`config.mk`:
```
export PLATFORM = sky130hd
export DESIGN_NAME = nand_strobe_engine
export DESIGN_NICKNAME = d
export VERILOG_FILES = /design/src/rtl/nse_pkg.sv /design/src/rtl/nse_phase_ctr.sv /design/src/rtl/nse_rep_ctr.sv /design/src/rtl/nse_pin_mux.sv /design/src/rtl/nand_strobe_engine.sv
export SDC_FILE = /design/constraint.sdc
export NUM_CORES = 1
export LEC_CHECK = 0
export CORE_AREA = 3 3 56 58
export DETAILED_ROUTE_END_ITERATION = 12
export DIE_AREA = 0 0 59 61
export DONT_BUFFER_PORTS = 1
export GPL_TIMING_DRIVEN = 0
export PLACE_DENSITY = 0.76
export SLEW_MARGIN = 15
export SYNTH_ARGS = -nofsm -noshare
export SYNTH_HDL_FRONTEND = slang
export SYNTH_SLANG_ARGS = --single-unit
```
`constraint.sdc`:
```
create_clock -name clk -period 2.9 [get_ports clk]
set_clock_uncertainty 0.1 [all_clocks]
set_input_delay 0.87 -clock clk [delete_from_list [all_inputs] [get_ports clk]]
set_output_delay 0.87 -clock clk [all_outputs]
set_load 0.01 [all_outputs]
```
`src/rtl/nse_pkg.sv`:
```
package nse_pkg;

  typedef enum logic [1:0] {
    ST_IDLE = 2'd0,
    ST_LOW  = 2'd1,
    ST_HIGH = 2'd2,
    ST_FIN  = 2'd3
  } nse_state_t;

  // cycles in one full strobe period
  function automatic int nse_period(input int low_cyc, input int high_cyc);
    return low_cyc + high_cyc;
  endfunction

  // number of periods a given limit produces
  function automatic int nse_burst_len(input int limit);
    return limit + 1;
  endfunction

endpackage

```
`src/rtl/nse_phase_ctr.sv`:
```
module nse_phase_ctr #(
  parameter int LOW_CYC  = 4,
  parameter int HIGH_CYC = 2
) (
  input  logic clk,
  input  logic rst_n,
  input  logic run,
  output logic low_last,
  output logic period_end
);
  localparam int PERIOD = nse_pkg::nse_period(LOW_CYC, HIGH_CYC);
  localparam int DLY_W  = $clog2(PERIOD);
  localparam logic [DLY_W-1:0] LOW_LAST_V = DLY_W'(LOW_CYC - 1);
  localparam logic [DLY_W-1:0] PER_LAST_V = DLY_W'(PERIOD - 1);

  logic [DLY_W-1:0] dly_q;

  always_ff @(posedge clk or negedge rst_n) begin
    if (!rst_n)
      dly_q <= '0;
    else if (!run || dly_q == PER_LAST_V)
      dly_q <= '0;
    else
      dly_q <= dly_q + 1'b1;
  end

  assign low_last   = run && (dly_q == LOW_LAST_V);
  assign period_end = run && (dly_q == PER_LAST_V);
endmodule

```
`src/rtl/nse_rep_ctr.sv`:
```
module nse_rep_ctr #(
  parameter int CNT_W = 8
) (
  input  logic             clk,
  input  logic             rst_n,
  input  logic             clr,
  input  logic             inc,
  input  logic [CNT_W-1:0] limit,
  output logic [CNT_W-1:0] cnt,
  output logic             at_limit
);
  always_ff @(posedge clk or negedge rst_n) begin
    if (!rst_n)
      cnt <= '0;
    else if (clr)
      cnt <= '0;
    else if (inc && !at_limit)
      cnt <= cnt + 1'b1;
  end

  assign at_limit = (cnt == limit);
endmodule

```
`src/rtl/nse_pin_mux.sv`:
```
module nse_pin_mux #(
  parameter int PIN_W = 5
) (
  input  logic             sel_idle,
  input  logic             sel_a,
  input  logic [PIN_W-1:0] live_b,
  input  logic [PIN_W-1:0] a_q,
  input  logic [PIN_W-1:0] b_q,
  output logic [PIN_W-1:0] pins
);
  for (genvar i = 0; i < PIN_W; i++) begin : g_bit
    assign pins[i] = sel_idle ? live_b[i] : (sel_a ? a_q[i] : b_q[i]);
  end
endmodule

```
`src/rtl/nand_strobe_engine.sv`:
```
module nand_strobe_engine #(
  parameter int PIN_W    = 5,
  parameter int CNT_W    = 8,
  parameter int LOW_CYC  = 4,
  parameter int HIGH_CYC = 2
) (
  input  logic             clk,
  input  logic             rst_n,
  input  logic             en,
  input  logic [PIN_W-1:0] vec_a,
  input  logic [PIN_W-1:0] vec_b,
  input  logic [CNT_W-1:0] rep_limit,
  output logic [PIN_W-1:0] pins,
  output logic             sample,
  output logic             done
);
  import nse_pkg::*;

  nse_state_t       st, st_nx;
  logic [PIN_W-1:0] a_q, b_q;
  logic [CNT_W-1:0] lim_q;
  logic [CNT_W-1:0] rep_cnt;
  logic             running, low_last, period_end, at_limit, start;

  assign running = (st == ST_LOW) || (st == ST_HIGH);
  assign start   = (st == ST_IDLE) && en;

  nse_phase_ctr #(.LOW_CYC(LOW_CYC), .HIGH_CYC(HIGH_CYC)) u_phase (
    .clk(clk), .rst_n(rst_n), .run(running),
    .low_last(low_last), .period_end(period_end)
  );

  nse_rep_ctr #(.CNT_W(CNT_W)) u_rep (
    .clk(clk), .rst_n(rst_n), .clr(st == ST_IDLE), .inc(period_end),
    .limit(lim_q), .cnt(rep_cnt), .at_limit(at_limit)
  );

  nse_pin_mux #(.PIN_W(PIN_W)) u_mux (
    .sel_idle(st == ST_IDLE), .sel_a(st == ST_LOW), .live_b(vec_b),
    .a_q(a_q), .b_q(b_q), .pins(pins)
  );

  always_comb begin
    st_nx = st;
    unique case (st)
      ST_IDLE: if (en)         st_nx = ST_LOW;
      ST_LOW:  if (low_last)   st_nx = ST_HIGH;
      ST_HIGH: if (period_end) st_nx = at_limit ? ST_FIN : ST_LOW;
      ST_FIN:  if (!en)        st_nx = ST_IDLE;
      default:                 st_nx = ST_IDLE;
    endcase
  end

  always_ff @(posedge clk or negedge rst_n) begin
    if (!rst_n) begin
      st    <= ST_IDLE;
      a_q   <= '0;
      b_q   <= '0;
      lim_q <= '0;
    end else begin
      st <= st_nx;
      if (start) begin
        a_q   <= vec_a;
        b_q   <= vec_b;
        lim_q <= rep_limit;
      end
    end
  end

  assign sample = low_last;
  assign done   = (st == ST_FIN);
endmodule

```
* After elaboration in Yosys (flattened, before gate mapping)
Index checks and enable logic that the tools add are counted.
Widths: inputs -> output; s select.
** Word-level totals
- Input bits :: 21
- Register bits after elaboration :: 31
- Logic and storage cells :: 48
** Cells by class
- Reductions and logical operators :: 11
- $add $sub $neg :: 2
- Eq/ne operators :: 10
- Mux-type cells :: 19
** Operators by type and width (count)
- $mux 8 :: 2
- $mux 1 :: 10
- $mux 2 :: 5
- $add 8x1->8 const B :: 1
- $eq 8x8->1 :: 1
- $pmux 2 s4 :: 1
- $ne 2x2->1 const B :: 3
- $eq 2x2->1 const B :: 2
- $logic_and 1x1->1 :: 4
- $reduce_and 4->1 :: 1
- $add 3x1->3 const B :: 1
- $eq 3x2->1 const B :: 1
- $eq 3x3->1 const B :: 1
- $mux 3 :: 1
- $eq 2x1->1 const B :: 1
- $logic_not 1->1 :: 2
- $logic_not 2->1 :: 1
- $logic_or 1x1->1 :: 2
- $ne 2x1->1 const B :: 1
- $reduce_bool 2->1 :: 1

* Logic depth before layout (Yosys ltp)
- Word-level depth :: 6
- Mapped depth :: 7
- Gate-level depth less buffers :: 6

* Modules after synthesis
A second synthesis with hierarchy kept.
** Unflattened totals
- Cell total of the unflattened synthesis :: 143
- Area, all modules :: 1736.7 sq um
** Modules (own cells, without submodules)
- nand_strobe_engine :: instances 1, cells each 57, area an instance 908.4 sq um
- nse_rep_ctr :: instances 1, cells each 55, area an instance 548.0 sq um
- nse_phase_ctr :: instances 1, cells each 14, area an instance 170.2 sq um
- nse_pin_mux :: instances 1, cells each 17, area an instance 110.1 sq um

* Least setup slack after synthesis
No wires, ideal clock.
- Path kind :: register to output
- From :: register st[0]
- To :: output port pins[0]
- Cell stages (with the launch flop) :: 8
- Required time :: 1.930 ns
- Path slack :: 0.279 ns
- Data arrival time :: 1.651 ns
- Cells stage by stage :: dfrtp_1 -> inv_1 -> ha_1 -> clkbuf_1 -> clkbuf_1 -> clkbuf_1 -> nand2_1 -> o21ai_0
** On the way
- Word-level cells in the longest chain between the ends :: 3
- Elaborated cells on any way between the ends :: 4
- Classes of those cells :: eq/ne: 1; mux: 2; reduce/logical: 1
** RTL lines
- start, declared :: RTL line nand_strobe_engine.sv:19 : nse_state_t st, st_nx;
- start signal, assigned :: RTL line nand_strobe_engine.sv:61 : st <= st_nx;
- $eq 2x1->1 :: RTL line nand_strobe_engine.sv:39 : .sel_idle(st == ST_IDLE), .sel_a(st == ST_LOW), .live_b(vec_b),
- $mux 1 :: RTL line nse_pin_mux.sv:12 : assign pins[i] = sel_idle ? live_b[i] : (sel_a ? a_q[i] : b_q[i]);
- $mux 1 * :: RTL line nse_pin_mux.sv:12
- end, declared :: RTL line nand_strobe_engine.sv:13 : output logic [PIN_W-1:0] pins,
Mark *: on every way between the ends. The rest lies on a longest branch, timed or not.

* Final worst setup path
- From :: register st[0]
- To :: output port pins[3]
Same word-level chain as after synthesis.

==> flow_summary_export.csv <==
group,metric,value,unit
status,status,"completed",
critical_path,r2r-end,"lim_q[0]",
grt,grt_max_degree,32,
route,wirelength,2987,µm
placed_design,dp_cells,180,
critical_path,cp-end-kind,"primary output",
synth,syn-num-nets,178,
critical_path,startpoint_type,"register",
placed_design,place_congestion,0.8604,
route,ant_nets,0,
clock_tree,htree_num_levels,2,
route,dr.pass1.iters,4,
critical_path,reg2reg_slack,0.80,ns
clock_tree,cts_tree,"yes",
critical_path,path_max_fanout,19,
grt,antenna_found_initial,0,
final_layout,drive_above_1_share,0.2000,
placed_design,portBuffers,0,
power,seqPwrFrac,0.426,
route,drt_first_iter_violations,34,
synth,ys_ff_latch,31,
synth,synthesis.area,0.001664,mm²
clock_tree,ctsResizeCount,11,
final_layout,fin_area,0.001754,mm²
power,p_int,1.033,mW
sta,finalWorstPathRequiredPeriod,2.711,ns
floorplan,dieArea,0.003599,mm²
floorplan,start_util,0.6140,
clock_tree,clockBufferDepth,2,
sta,rsz0062_at_grt,"false",
route,num_vias,1091,
sta,setup_viol,0,
final_layout,area_delta_synth_final,5.413,%
critical_path,cp-endpoint,"pins[3]",
sta,period_share,0.9347,
placed_design,place_area,0.001703,mm²
synth,yosys.area_share.simple,0.1316,
final_layout,finalNonFillerCells,186,
route,drc_errors,0,
placed_design,preCtsSetupSlack,-0.1581,ns
synth,synth_warnings,0,
critical_path,cp.required,1.93,ns
min_path,min_path_type,"in2async",
run,maxCapViolations,0,
route,wl_per_cell,16.06,µm
sta,maxSlewViolCount,0,
power,swShare,0.3860,
synth,synth_fa_ha_area_frac,0.06015,
synth,synth_compound_area_frac,0.06165,
power,peakVddDrop,0.7247,mV
grt,grt_pass1_vias,1178,
synth,netlist_instances,149,
clock_tree,numCtsBuffers,5,
grt,grt_pass1_wl,5168,µm
critical_path,ff2ff_path_depth,5,
power,p_leak,0.8236,nW
sta,slew_headroom,0.5840,
clock_tree,cts_hold_buffers,0,
final_layout,final_nets,183,
grt,grt_use_total,0.2032,
floorplan,core_area,0.002710,mm²
floorplan,io_pins,28,
grt,grt_overflow,0,
power,total_power,1.682,mW
clock_tree,clk_latency,0.33,ns
clock_tree,path_clk_slew,0.09,ns
clock_tree,clockRootBuffer,"clkbuf_4",
placed_design,dpl.hpwl,2237,µm
floorplan,die_w,59,µm
clock_tree,cts.sink_count,31,
final_layout,fillers,225,
clock_tree,post_cts_buffers,0,
power,p_switching,649.3,µW
synth,synth_xor_area_frac,0.04211,
critical_path,cp.arrival,1.74,ns
floorplan,die_y,61,µm
synth,synthMuxAreaShare,0.2135,
final_layout,utilization,0.6473,
power,p_comb_frac,0.434,
sta,worst_slack,0.1892,ns
synth,ys_types,24,
floorplan,rows,19,
route,via_per_inst,5.866,
sta,tightestPinTransition,0.6188,ns
critical_path,critPathLaunch,"st[0]",
power,power_density,958.8,mW/mm²
sta,finalHoldViolCount,0,
synth,ys_seq_area_frac,0.4662,
critical_path,timing.rr.start,"st[0]",
sta,max_freq,368.9,MHz
synth,synth_area_per_cell,11.17,µm²
synth,synth_top_family_by_area,"multiplexers",
critical_path,crit_type,"reg2out",
final_layout,antenna_cells,0,
power,clockPowerShare,0.140,
==> worst min-delay path by stage <==
stage	from	end	slack, ns	cells after the start
2_1_floorplan	u_phase.dly_q[0]	u_phase.dly_q[0]	0.34	1
3_3_place_gp	u_phase.dly_q[0]	u_phase.dly_q[0]	0.35	1
3_5_place_dp	u_phase.dly_q[0]	u_phase.dly_q[0]	0.37	1
4_1_cts	rst_n	b_q[0]	0.11	0
5_1_grt	rst_n	u_phase.dly_q[0]	0.09	0
6_report	rst_n	st[1]	0.12	0
==> cells by family (layout without fill, tap and decap cells) <==
group / Yosys count / count (layout)
AND/OR/NAND/NOR: 42 / 42
buffers and inverters: 11 / 17
XOR/XNOR: 8 / 8
adder cells (fa/ha/maj): 8 / 8
AO/OA/AOI/OAI: 17 / 17
multiplexers: 32 / 32
flip-flops: 31 / 31
==> cell usage in the layout, fill, tap and decap left out <==
| cell | netlist | final |
|---|---|---|
| dfrtp_1 | 31 | 30 |
| mux2_2 | 18 | 18 |
| nand2_1 | 12 | 12 |
| nor2_1 | 10 | 10 |
| xor2_1 | 8 | 8 |
| ha_1 | 8 | 8 |
| mux2i_1 | 7 | 7 |
| nor2b_1 | 7 | 7 |
| a21oi_1 | 7 | 7 |
| clkbuf_4 | 0 | 6 |
| mux2_1 | 6 | 6 |
| inv_1 | 5 | 5 |
| o21ai_1 | 0 | 5 |
| clkbuf_1 | 6 | 4 |
| nand4_1 | 4 | 4 |
| and3_1 | 3 | 3 |
| nor4_2 | 2 | 2 |
| nand2b_1 | 2 | 2 |
| and2_1 | 1 | 1 |
| buf_4 | 0 | 1 |
| nand3_1 | 1 | 1 |
| a21oi_2 | 1 | 1 |
| mux2_4 | 1 | 1 |
| o21ai_0 | 6 | 1 |
| o32a_1 | 1 | 1 |
| a2111o_1 | 1 | 1 |
| o211ai_1 | 1 | 1 |
| clkinv_2 | 0 | 1 |
| dfrtp_2 | 0 | 1 |
==> power groups by stage <==
stage	clock network [mW]	logic, mW	registers (mW)
after global placement	0	0.685	0.705
final	0.235	0.731	0.716
after global routing	0.262	0.821	0.738
after floorplan	0	0.600	0.685
after detailed placement	0	0.720	0.723
after CTS	0.243	0.753	0.714
==> critical path, cell delays in order, from the launching register on <==
cell      delay [ns]
dfrtp_1         0.43
inv_1           0.12
ha_1            0.17
clkbuf_4        0.20
buf_4           0.24
nand2_1         0.07
o21ai_1         0.16
==> area by class of cell <==
type	count	area, µm²	share of cell area
inverter	5	18.77	0.01070
multi-input combinational	107	847.1	0.4829
clock inverter	1	5.005	0.002853
clock buffer	7	45.04	0.02568
buffer	4	22.52	0.01284
sequential	31	777.0	0.4429
tap	31	38.79	0.02211
==> per-stage QoR <==
step | hold WS (ns) | setup TNS [ns]
2_1_floorplan | 0.3367 | 0
3_3_place_gp | 0.3519 | -0.5772
3_5_place_dp | 0.3742 | -0.7565
4_1_cts | 0.1101 | 0
5_1_grt | 0.09149 | 0
6_report | 0.1209 | 0
==> cells in the mapped netlist (all sizes together) <==
master / instances / area share
nor4: 2 / 0.015
o211ai: 1 / 0.0045
and3: 3 / 0.011
nand4: 4 / 0.015
inv: 5 / 0.011
mux2i: 7 / 0.042
nand2: 12 / 0.027
a2111o: 1 / 0.0068
nand3: 1 / 0.0030
o32a: 1 / 0.0060
and2: 1 / 0.0038
nand2b: 2 / 0.0075
o21ai: 6 / 0.018
a21oi: 8 / 0.026
mux2: 25 / 0.17
ha: 8 / 0.060
nor2: 10 / 0.023
nor2b: 7 / 0.026
clkbuf: 6 / 0.014
xor2: 8 / 0.042
dfrtp: 31 / 0.47
==> state kept, by name, summed over array words and instances (netlist names) <==
name           cells
u_rep.cnt          8
b_q                5
st                 2
lim_q              8
a_q                5
u_phase.dly_q      3
==> routing by layer <==
metal / wire (µm) / GRT usage / up-vias
li1: - / - / 522
met4: 60 / 0.1003 / 0
met3: 175 / 0.07234 / 6
met1: 1203 / 0.2281 / 537
met5: 0 / 0 / -
met2: 1548 / 0.3438 / 26
Note: power is estimated with default switching activity, not from simulation.
